[src/rtl/icp_pkg.sv]
package icp_pkg;
  typedef enum logic [1:0] {
    SEQ_READY = 2'd0,
    SEQ_VBASE = 2'd1,
    SEQ_W3    = 2'd2,
    SEQ_W4    = 2'd3
  } seq_t;

  // priority-command code, bits 7:5 of the command byte
  typedef enum logic [2:0] {
    OP_ROT_OFF   = 3'd0,
    OP_EOI       = 3'd1,
    OP_NOP       = 3'd2,
    OP_EOI_SPEC  = 3'd3,
    OP_ROT_ON    = 3'd4,
    OP_EOI_ROT   = 3'd5,
    OP_SET_PRIO  = 3'd6,
    OP_EOI_SROT  = 3'd7
  } op2_t;

  localparam int BIT_START = 4;
  localparam int BIT_RDCMD = 3;
endpackage

[src/rtl/icp_init_seq.sv]
module icp_init_seq
  import icp_pkg::*;
#(
  parameter int NLINES = 8
) (
  input  logic              clk,
  input  logic              rst_n,
  input  logic              start_wr,
  input  logic              data_wr,
  input  logic [7:0]        wdata,
  output logic [NLINES-1:0] mask_q,
  output logic [7:0]        vbase_q,
  output logic              nested_q,
  output logic              aeoi_q,
  output logic              init_q
);
  seq_t state_q;
  logic need4_q;

  always_ff @(posedge clk) begin
    if (!rst_n) begin
      state_q  <= SEQ_READY;
      need4_q  <= 1'b0;
      mask_q   <= '0;
      vbase_q  <= '0;
      nested_q <= 1'b0;
      aeoi_q   <= 1'b0;
      init_q   <= 1'b0;
    end else begin
      init_q <= 1'b0;
      if (start_wr) begin
        need4_q <= wdata[0];
        mask_q  <= '0;
        state_q <= SEQ_VBASE;
        init_q  <= 1'b1;
        if (!wdata[0]) begin
          nested_q <= 1'b0;
          aeoi_q   <= 1'b0;
        end
      end else if (data_wr) begin
        unique case (state_q)
          SEQ_READY: mask_q <= wdata[NLINES-1:0];
          SEQ_VBASE: begin
            vbase_q <= wdata & 8'hF8;
            state_q <= SEQ_W3;
          end
          SEQ_W3:    state_q <= need4_q ? SEQ_W4 : SEQ_READY;
          SEQ_W4: begin
            nested_q <= wdata[4];
            aeoi_q   <= wdata[1];
            state_q  <= SEQ_READY;
          end
          default:   state_q <= SEQ_READY;
        endcase
      end
    end
  end

  AST_START_CLEARS_MASK: assert property (@(posedge clk) disable iff (!rst_n)
    start_wr |=> (mask_q == '0) && init_q);
  AST_VBASE_STEP: assert property (@(posedge clk) disable iff (!rst_n)
    (state_q == SEQ_VBASE && data_wr && !start_wr) |=> state_q == SEQ_W3);
  AST_MASK_HOLD: assert property (@(posedge clk) disable iff (!rst_n)
    (!data_wr && !start_wr) |=> $stable(mask_q));
endmodule

[src/rtl/icp_ocw_dec.sv]
module icp_ocw_dec
  import icp_pkg::*;
#(
  parameter int LW = 3
) (
  input  logic          clk,
  input  logic          rst_n,
  input  logic          start_wr,
  input  logic          rdcmd_wr,
  input  logic          prio_wr,
  input  logic          poll_take,
  input  logic [7:0]    wdata,
  output logic          rot_aeoi_q,
  output logic          smask_q,
  output logic          rd_isr_q,
  output logic          poll_q,
  output logic          eoi_q,
  output logic          eoi_spec_q,
  output logic          eoi_rot_q,
  output logic          setprio_q,
  output logic [LW-1:0] level_q
);
  op2_t op;
  assign op = op2_t'(wdata[7:5]);

  always_ff @(posedge clk) begin
    if (!rst_n) begin
      rot_aeoi_q <= 1'b0;
      smask_q    <= 1'b0;
      rd_isr_q   <= 1'b0;
      poll_q     <= 1'b0;
      eoi_q      <= 1'b0;
      eoi_spec_q <= 1'b0;
      eoi_rot_q  <= 1'b0;
      setprio_q  <= 1'b0;
      level_q    <= '0;
    end else begin
      eoi_q      <= 1'b0;
      eoi_spec_q <= 1'b0;
      eoi_rot_q  <= 1'b0;
      setprio_q  <= 1'b0;
      if (start_wr) begin
        smask_q  <= 1'b0;
        rd_isr_q <= 1'b0;
      end
      if (rdcmd_wr) begin
        if (wdata[1]) rd_isr_q <= wdata[0];
        if (wdata[6]) smask_q  <= wdata[5];
      end
      if (rdcmd_wr && wdata[2]) poll_q <= 1'b1;
      else if (poll_take)       poll_q <= 1'b0;
      if (prio_wr) begin
        level_q <= wdata[LW-1:0];
        unique case (op)
          OP_ROT_OFF, OP_ROT_ON: rot_aeoi_q <= wdata[7];
          OP_EOI:      eoi_q <= 1'b1;
          OP_EOI_ROT:  begin eoi_q <= 1'b1; eoi_rot_q <= 1'b1; end
          OP_EOI_SPEC: begin eoi_q <= 1'b1; eoi_spec_q <= 1'b1; end
          OP_EOI_SROT: begin
            eoi_q <= 1'b1; eoi_spec_q <= 1'b1; eoi_rot_q <= 1'b1;
          end
          OP_SET_PRIO: setprio_q <= 1'b1;
          default: ;
        endcase
      end
    end
  end

  AST_POLL_ONESHOT: assert property (@(posedge clk) disable iff (!rst_n)
    (poll_take && !rdcmd_wr) |=> !poll_q);
  AST_EOI_FROM_WRITE: assert property (@(posedge clk) disable iff (!rst_n)
    eoi_q |-> $past(prio_wr));
  AST_SETPRIO_FROM_WRITE: assert property (@(posedge clk) disable iff (!rst_n)
    setprio_q |-> $past(prio_wr) && !eoi_q);
endmodule

[src/rtl/icp_rd_mux.sv]
module icp_rd_mux #(
  parameter int NLINES = 8,
  parameter int LW     = 3
) (
  input  logic              sel_tm,
  input  logic              sel_data,
  input  logic              poll,
  input  logic              rd_isr,
  input  logic [NLINES-1:0] trig,
  input  logic [NLINES-1:0] mask,
  input  logic [NLINES-1:0] irr,
  input  logic [NLINES-1:0] isr,
  input  logic              win_vld,
  input  logic [LW-1:0]     win_idx,
  output logic [7:0]        rdata
);
  localparam logic [7:0] NO_WINNER = 8'd7;

  always_comb begin
    if (sel_tm)        rdata = 8'(trig);
    else if (poll)     rdata = win_vld ? 8'(win_idx) : NO_WINNER;
    else if (sel_data) rdata = 8'(mask);
    else if (rd_isr)   rdata = 8'(isr);
    else               rdata = 8'(irr);
  end
endmodule

[src/rtl/icp_cmd_port.sv]
module icp_cmd_port
  import icp_pkg::*;
#(
  parameter int         NLINES     = 8,
  parameter logic [7:0] TRIG_WMASK = 8'hF8,
  localparam int        LW         = $clog2(NLINES)
) (
  input  logic              clk,
  input  logic              rst_n,
  input  logic              bus_wr,
  input  logic              bus_rd,
  input  logic              bus_addr,
  input  logic              bus_tm,
  input  logic [7:0]        bus_wdata,
  output logic [7:0]        bus_rdata,
  input  logic [NLINES-1:0] core_irr,
  input  logic [NLINES-1:0] core_isr,
  input  logic              core_win_vld,
  input  logic [LW-1:0]     core_win_idx,
  output logic [NLINES-1:0] ctl_mask,
  output logic [7:0]        ctl_vbase,
  output logic              ctl_nested,
  output logic              ctl_auto_eoi,
  output logic              ctl_rot_aeoi,
  output logic              ctl_spec_mask,
  output logic [NLINES-1:0] ctl_trig,
  output logic              stb_init,
  output logic              stb_eoi,
  output logic              stb_eoi_specific,
  output logic              stb_eoi_rotate,
  output logic              stb_setprio,
  output logic [LW-1:0]     stb_level,
  output logic              stb_poll_clr,
  output logic [LW-1:0]     stb_poll_idx
);
  logic cmd_wr, data_wr, start_wr, rdcmd_wr, prio_wr;
  logic poll_q, rd_isr_q, poll_take;
  logic [NLINES-1:0] trig_q;

  assign cmd_wr   = bus_wr && !bus_tm && !bus_addr;
  assign data_wr  = bus_wr && !bus_tm &&  bus_addr;
  assign start_wr = cmd_wr &&  bus_wdata[BIT_START];
  assign rdcmd_wr = cmd_wr && !bus_wdata[BIT_START] &&  bus_wdata[BIT_RDCMD];
  assign prio_wr  = cmd_wr && !bus_wdata[BIT_START] && !bus_wdata[BIT_RDCMD];

  assign poll_take    = bus_rd && !bus_tm && poll_q;
  assign stb_poll_clr = poll_take && core_win_vld;
  assign stb_poll_idx = core_win_idx;

  always_ff @(posedge clk) begin
    if (!rst_n)                 trig_q <= '0;
    else if (bus_wr && bus_tm)  trig_q <= bus_wdata[NLINES-1:0] & TRIG_WMASK[NLINES-1:0];
  end
  assign ctl_trig = trig_q;

  icp_init_seq #(.NLINES(NLINES)) u_seq (
    .clk(clk), .rst_n(rst_n), .start_wr(start_wr), .data_wr(data_wr),
    .wdata(bus_wdata), .mask_q(ctl_mask), .vbase_q(ctl_vbase),
    .nested_q(ctl_nested), .aeoi_q(ctl_auto_eoi), .init_q(stb_init)
  );

  icp_ocw_dec #(.LW(LW)) u_ocw (
    .clk(clk), .rst_n(rst_n), .start_wr(start_wr), .rdcmd_wr(rdcmd_wr),
    .prio_wr(prio_wr), .poll_take(poll_take), .wdata(bus_wdata),
    .rot_aeoi_q(ctl_rot_aeoi), .smask_q(ctl_spec_mask), .rd_isr_q(rd_isr_q),
    .poll_q(poll_q), .eoi_q(stb_eoi), .eoi_spec_q(stb_eoi_specific),
    .eoi_rot_q(stb_eoi_rotate), .setprio_q(stb_setprio), .level_q(stb_level)
  );

  icp_rd_mux #(.NLINES(NLINES), .LW(LW)) u_rd (
    .sel_tm(bus_tm), .sel_data(bus_addr), .poll(poll_q), .rd_isr(rd_isr_q),
    .trig(trig_q), .mask(ctl_mask), .irr(core_irr), .isr(core_isr),
    .win_vld(core_win_vld), .win_idx(core_win_idx), .rdata(bus_rdata)
  );

  AST_TRIG_HOLD: assert property (@(posedge clk) disable iff (!rst_n)
    !(bus_wr && bus_tm) |=> $stable(ctl_trig));
  AST_TM_READ_KEEPS_POLL: assert property (@(posedge clk) disable iff (!rst_n)
    (poll_q && bus_rd && bus_tm && !bus_wr) |=> poll_q);
endmodule

[config.mk]
export PLATFORM = sky130hd
export DESIGN_NAME = icp_cmd_port
export DESIGN_NICKNAME = d
export VERILOG_FILES = /design/src/rtl/icp_pkg.sv /design/src/rtl/icp_init_seq.sv /design/src/rtl/icp_ocw_dec.sv /design/src/rtl/icp_rd_mux.sv /design/src/rtl/icp_cmd_port.sv
export SDC_FILE = /design/constraint.sdc
export NUM_CORES = 1
export LEC_CHECK = 0
export BUFFER_PORTS_ARGS = -buffer_cell sky130_fd_sc_hd__buf_2
export CAP_MARGIN = 40
export CORE_UTILIZATION = 48
export CTS_BUF_LIST = sky130_fd_sc_hd__clkbuf_8
export DETAILED_ROUTE_END_ITERATION = 6
export GPL_TIMING_DRIVEN = 0
export HOLD_SLACK_MARGIN = 0.05
export MAX_ROUTING_LAYER = met4
export PLACE_DENSITY = 0.83
export SYNTH_ARGS = -nofsm -noshare
export SYNTH_HDL_FRONTEND = slang
export SYNTH_SLANG_ARGS = --single-unit
[constraint.sdc]
create_clock -name clk -period 3.4 [get_ports clk]
set_clock_uncertainty 0.2 [all_clocks]
set_input_delay 0.17 -clock clk [delete_from_list [all_inputs] [get_ports clk]]
set_output_delay 0.17 -clock clk [all_outputs]
set_load 0.1 [all_outputs]
==> impl_metrics.yaml <==
outcome:
  status: "finished, final reports clean"
critical_path:
  required_ps: 3030
  crit_chain: "clkbuf_1 > mux2i_1 > o21ai_0 > o221a_2 > buf_2"
  worstPathMaxFanout: 9
  cpPeakStageDelay_ps: 540
  criticalPathCategory: "reg -> out"
  cp.arrival_ps: 2180
  slowest_stage: "clkbuf_1"
  cp_num_buf_inv: 2
  path_delay_family: "buffers and inverters"
  cp-end-kind: "output pin"
  start_kind: "flop"
  crit_path_start: "u_ocw.rd_isr_q"
  r2r_start: "u_seq.state_q[0]"
floorplanning:
  initial_core_util_pct: 50.7
  die_area_um2: 3790
  die_w_um: 61.6
  io_pins: 82
  coreArea_um2: 3360
  die_h_um: 61.6
  std_cell_rows: 21
detailed_routing:
  drc: 0
  wl_per_cell_um: 13.4
  drt_iter0_drc: 103
  drtAntennaViolNets: 0
  viasPerCell: 5.39
  firstDrtPassIters: 4
  drt_wl_total_um: 4770
  vias: 1914
global_routing:
  grt_first_pass_wirelength_um: 7250
  overflow: 0
  grt_pass1_vias: 1579
  grt_max_degree: 12
  antenna_found_initial: 0
  grtUsageTotal_pct: 27.2
logic_synthesis:
  yosys.area.top_type_share_pct: 41.1
  ys_top_cells_by_area: "dfxtp_1 41%, mux2i_1 7.6%, nand3_1 7.3%, o21ai_0 6.8%, a21oi_1 6.5%"
  ys.flop_type: "dfxtp_1"
  ys_ff_latch: 35
  yosys_warnings: 0
  avgSynthCellArea_um2: 8.04
  yosysUniqueCellTypes: 33
  synth-edff-count: 0
  syn_inst: 212
  synth_area_um2: 1700
  yosysTopAreaCell: "dfxtp_1"
  yosysSeqAreaShare_pct: 41.1
  yosys.cell_count.top_type: "dfxtp_1"
  synthArstFlopShare_pct: 0
  synthTopCellsByCount: "35 x dfxtp_1, 25 x nand2_1, 25 x nand3_1"
clock_network:
  clk_latency_ps: 290
  cts_tree: "built"
  clk_path_buf_depth: 2
  cts-root-buf: "clkbuf_8"
  clock-sinks: 35
  clk_pin_slew_ps: 70
  cts-resized-gates: 0
  cts.htree.levels: 2
  cts_buffers: 5
min_path:
  min_path_type: "in -> reg"
  holdCritStartpoint: "rst_n"
place:
  place_inst: 337
  port-buffer-count: 74
  hpwl_um: 3410
  pre_cts_ws_ps: 1210
  gp_congestion: 0.922
final_layout:
  nNetsFinal: 343
  final_cells: 355
  n_antenna_cell: 0
  area_growth_pct: 38.9
  layout-drive-gt1-share_pct: 30.7
pwr:
  vdd_ir_drop_max_mv: 0.235
  leakage_nw: 1.07
  powerDensity_nw_per_um2: 439
timing:
  max_slew_margin_pct: 38.3
  post-route-min-period_ps: 2550
  finalCritPeriodShare_pct: 75.1
  tightest_slew_ps: 912
  finalHoldViolCount: 0
  report.final.slew_viol_count: 0
  rsz0062_at_grt: "no"
  fin_ws_ps: 847
  clock.fmax_ghz: 0.392
  setup_tns_ps: 0
  setup_violations: 0
run:
  cap_viol_max_count: 0
## per-layer routing
| metal | global-route usage [%] | wire length, um | up-vias |
|---|---|---|---|
| met3 | 6.30 | 368 | 14 |
| li1 | - | - | 932 |
| met4 | 10.2 | 105 | 0 |
| met5 | - | 0 | - |
| met1 | 33.0 | 1980 | 877 |
| met2 | 43.9 | 2310 | 91 |
## flip-flops by register name (all words and copies together), names as in the netlist
name / count
u_ocw.poll_q: 1
u_seq.nested_q: 1
ctl_trig: 5
u_ocw.rot_aeoi_q: 1
u_seq.vbase_q: 5
u_ocw.eoi_rot_q: 1
u_ocw.rd_isr_q: 1
u_seq.state_q: 2
u_ocw.eoi_spec_q: 1
u_ocw.level_q: 3
u_seq.aeoi_q: 1
u_seq.need4_q: 1
u_seq.init_q: 1
u_seq.mask_q: 8
u_ocw.setprio_q: 1
u_ocw.eoi_q: 1
u_ocw.smask_q: 1
## cell type report
class	count	area [um^2]
plain buffers	25	131
clock buffers	5	68.8
clock inverters	2	37.5
fillers	303	996
inverters	7	26.3
multi-input cells	150	865
flip-flops and latches	35	701
well taps	46	57.6
repair buffers	85	480
## logic make-up after synthesis
| group | after synthesis | share of synthesized area [%] |
|---|---|---|
| flops | 35 | 41.1 |
| other cells | 1 | 0.220 |
| mux | 13 | 7.64 |
| simple gates | 71 | 21.2 |
| compound gates | 60 | 20.6 |
| buf+inv | 32 | 9.25 |
## worst paths after layout
kind | end | slack, ps | cells past startpoint
worst min-delay path | u_seq.vbase_q[7] | 80 | 3
worst max-delay path | bus_rdata[0] | 850 | 5
worst min register to register | u_seq.vbase_q[7] | 260 | 2
worst max register to register | u_seq.vbase_q[6] | 1820 | 5
## what timing repair did
| item | CTS | global route |
|---|---|---|
| buffers inserted | 0 | 0 |
| hold buffers | 11 | 0 |
| endpoints found under the hold margin | 27 | 0 |
## power breakdown
| group | leakage, nW | total [mW] | internal, mW | switching, mW |
|---|---|---|---|---|
| clock | 0.0502 | 0.361 | 0.214 | 0.147 |
| combinational | 0.734 | 0.255 | 0.0579 | 0.197 |
| sequential | 0.283 | 0.423 | 0.418 | 0.00546 |
## layout by cell type, fill, tap and decap left out, types with 9 or more instances in the layout
cell / Yosys / routed
o21ai_0: 23 / 23
clkbuf_1: 12 / 12
buf_2: 3 / 77
a21oi_1: 22 / 22
dlygate4sd3_1: 0 / 11
dfxtp_1: 35 / 35
mux2i_1: 13 / 13
nand3_1: 25 / 25
buf_4: 9 / 9
nand2_1: 25 / 25
## metrics by stage
step,utilization (%),cell area (um^2),hold slack [ps],power [mW]
floorplan,-,1720,46.7,0.625
finish,70.4,2370,81.7,1.04
global placement,64.0,2150,208,0.675
global route,70.4,2370,116,1.07
CTS,70.4,2370,81.2,1.04
detailed placement,64.0,2150,213,0.677
## worst reg2reg max path: stages (launching register included)
cell      delay [ps]
dfxtp_1          310
clkbuf_1         280
inv_1            120
clkbuf_1         240
o21ai_0          210
a21oi_1           80
Note: power is estimated with default switching activity, not from simulation.
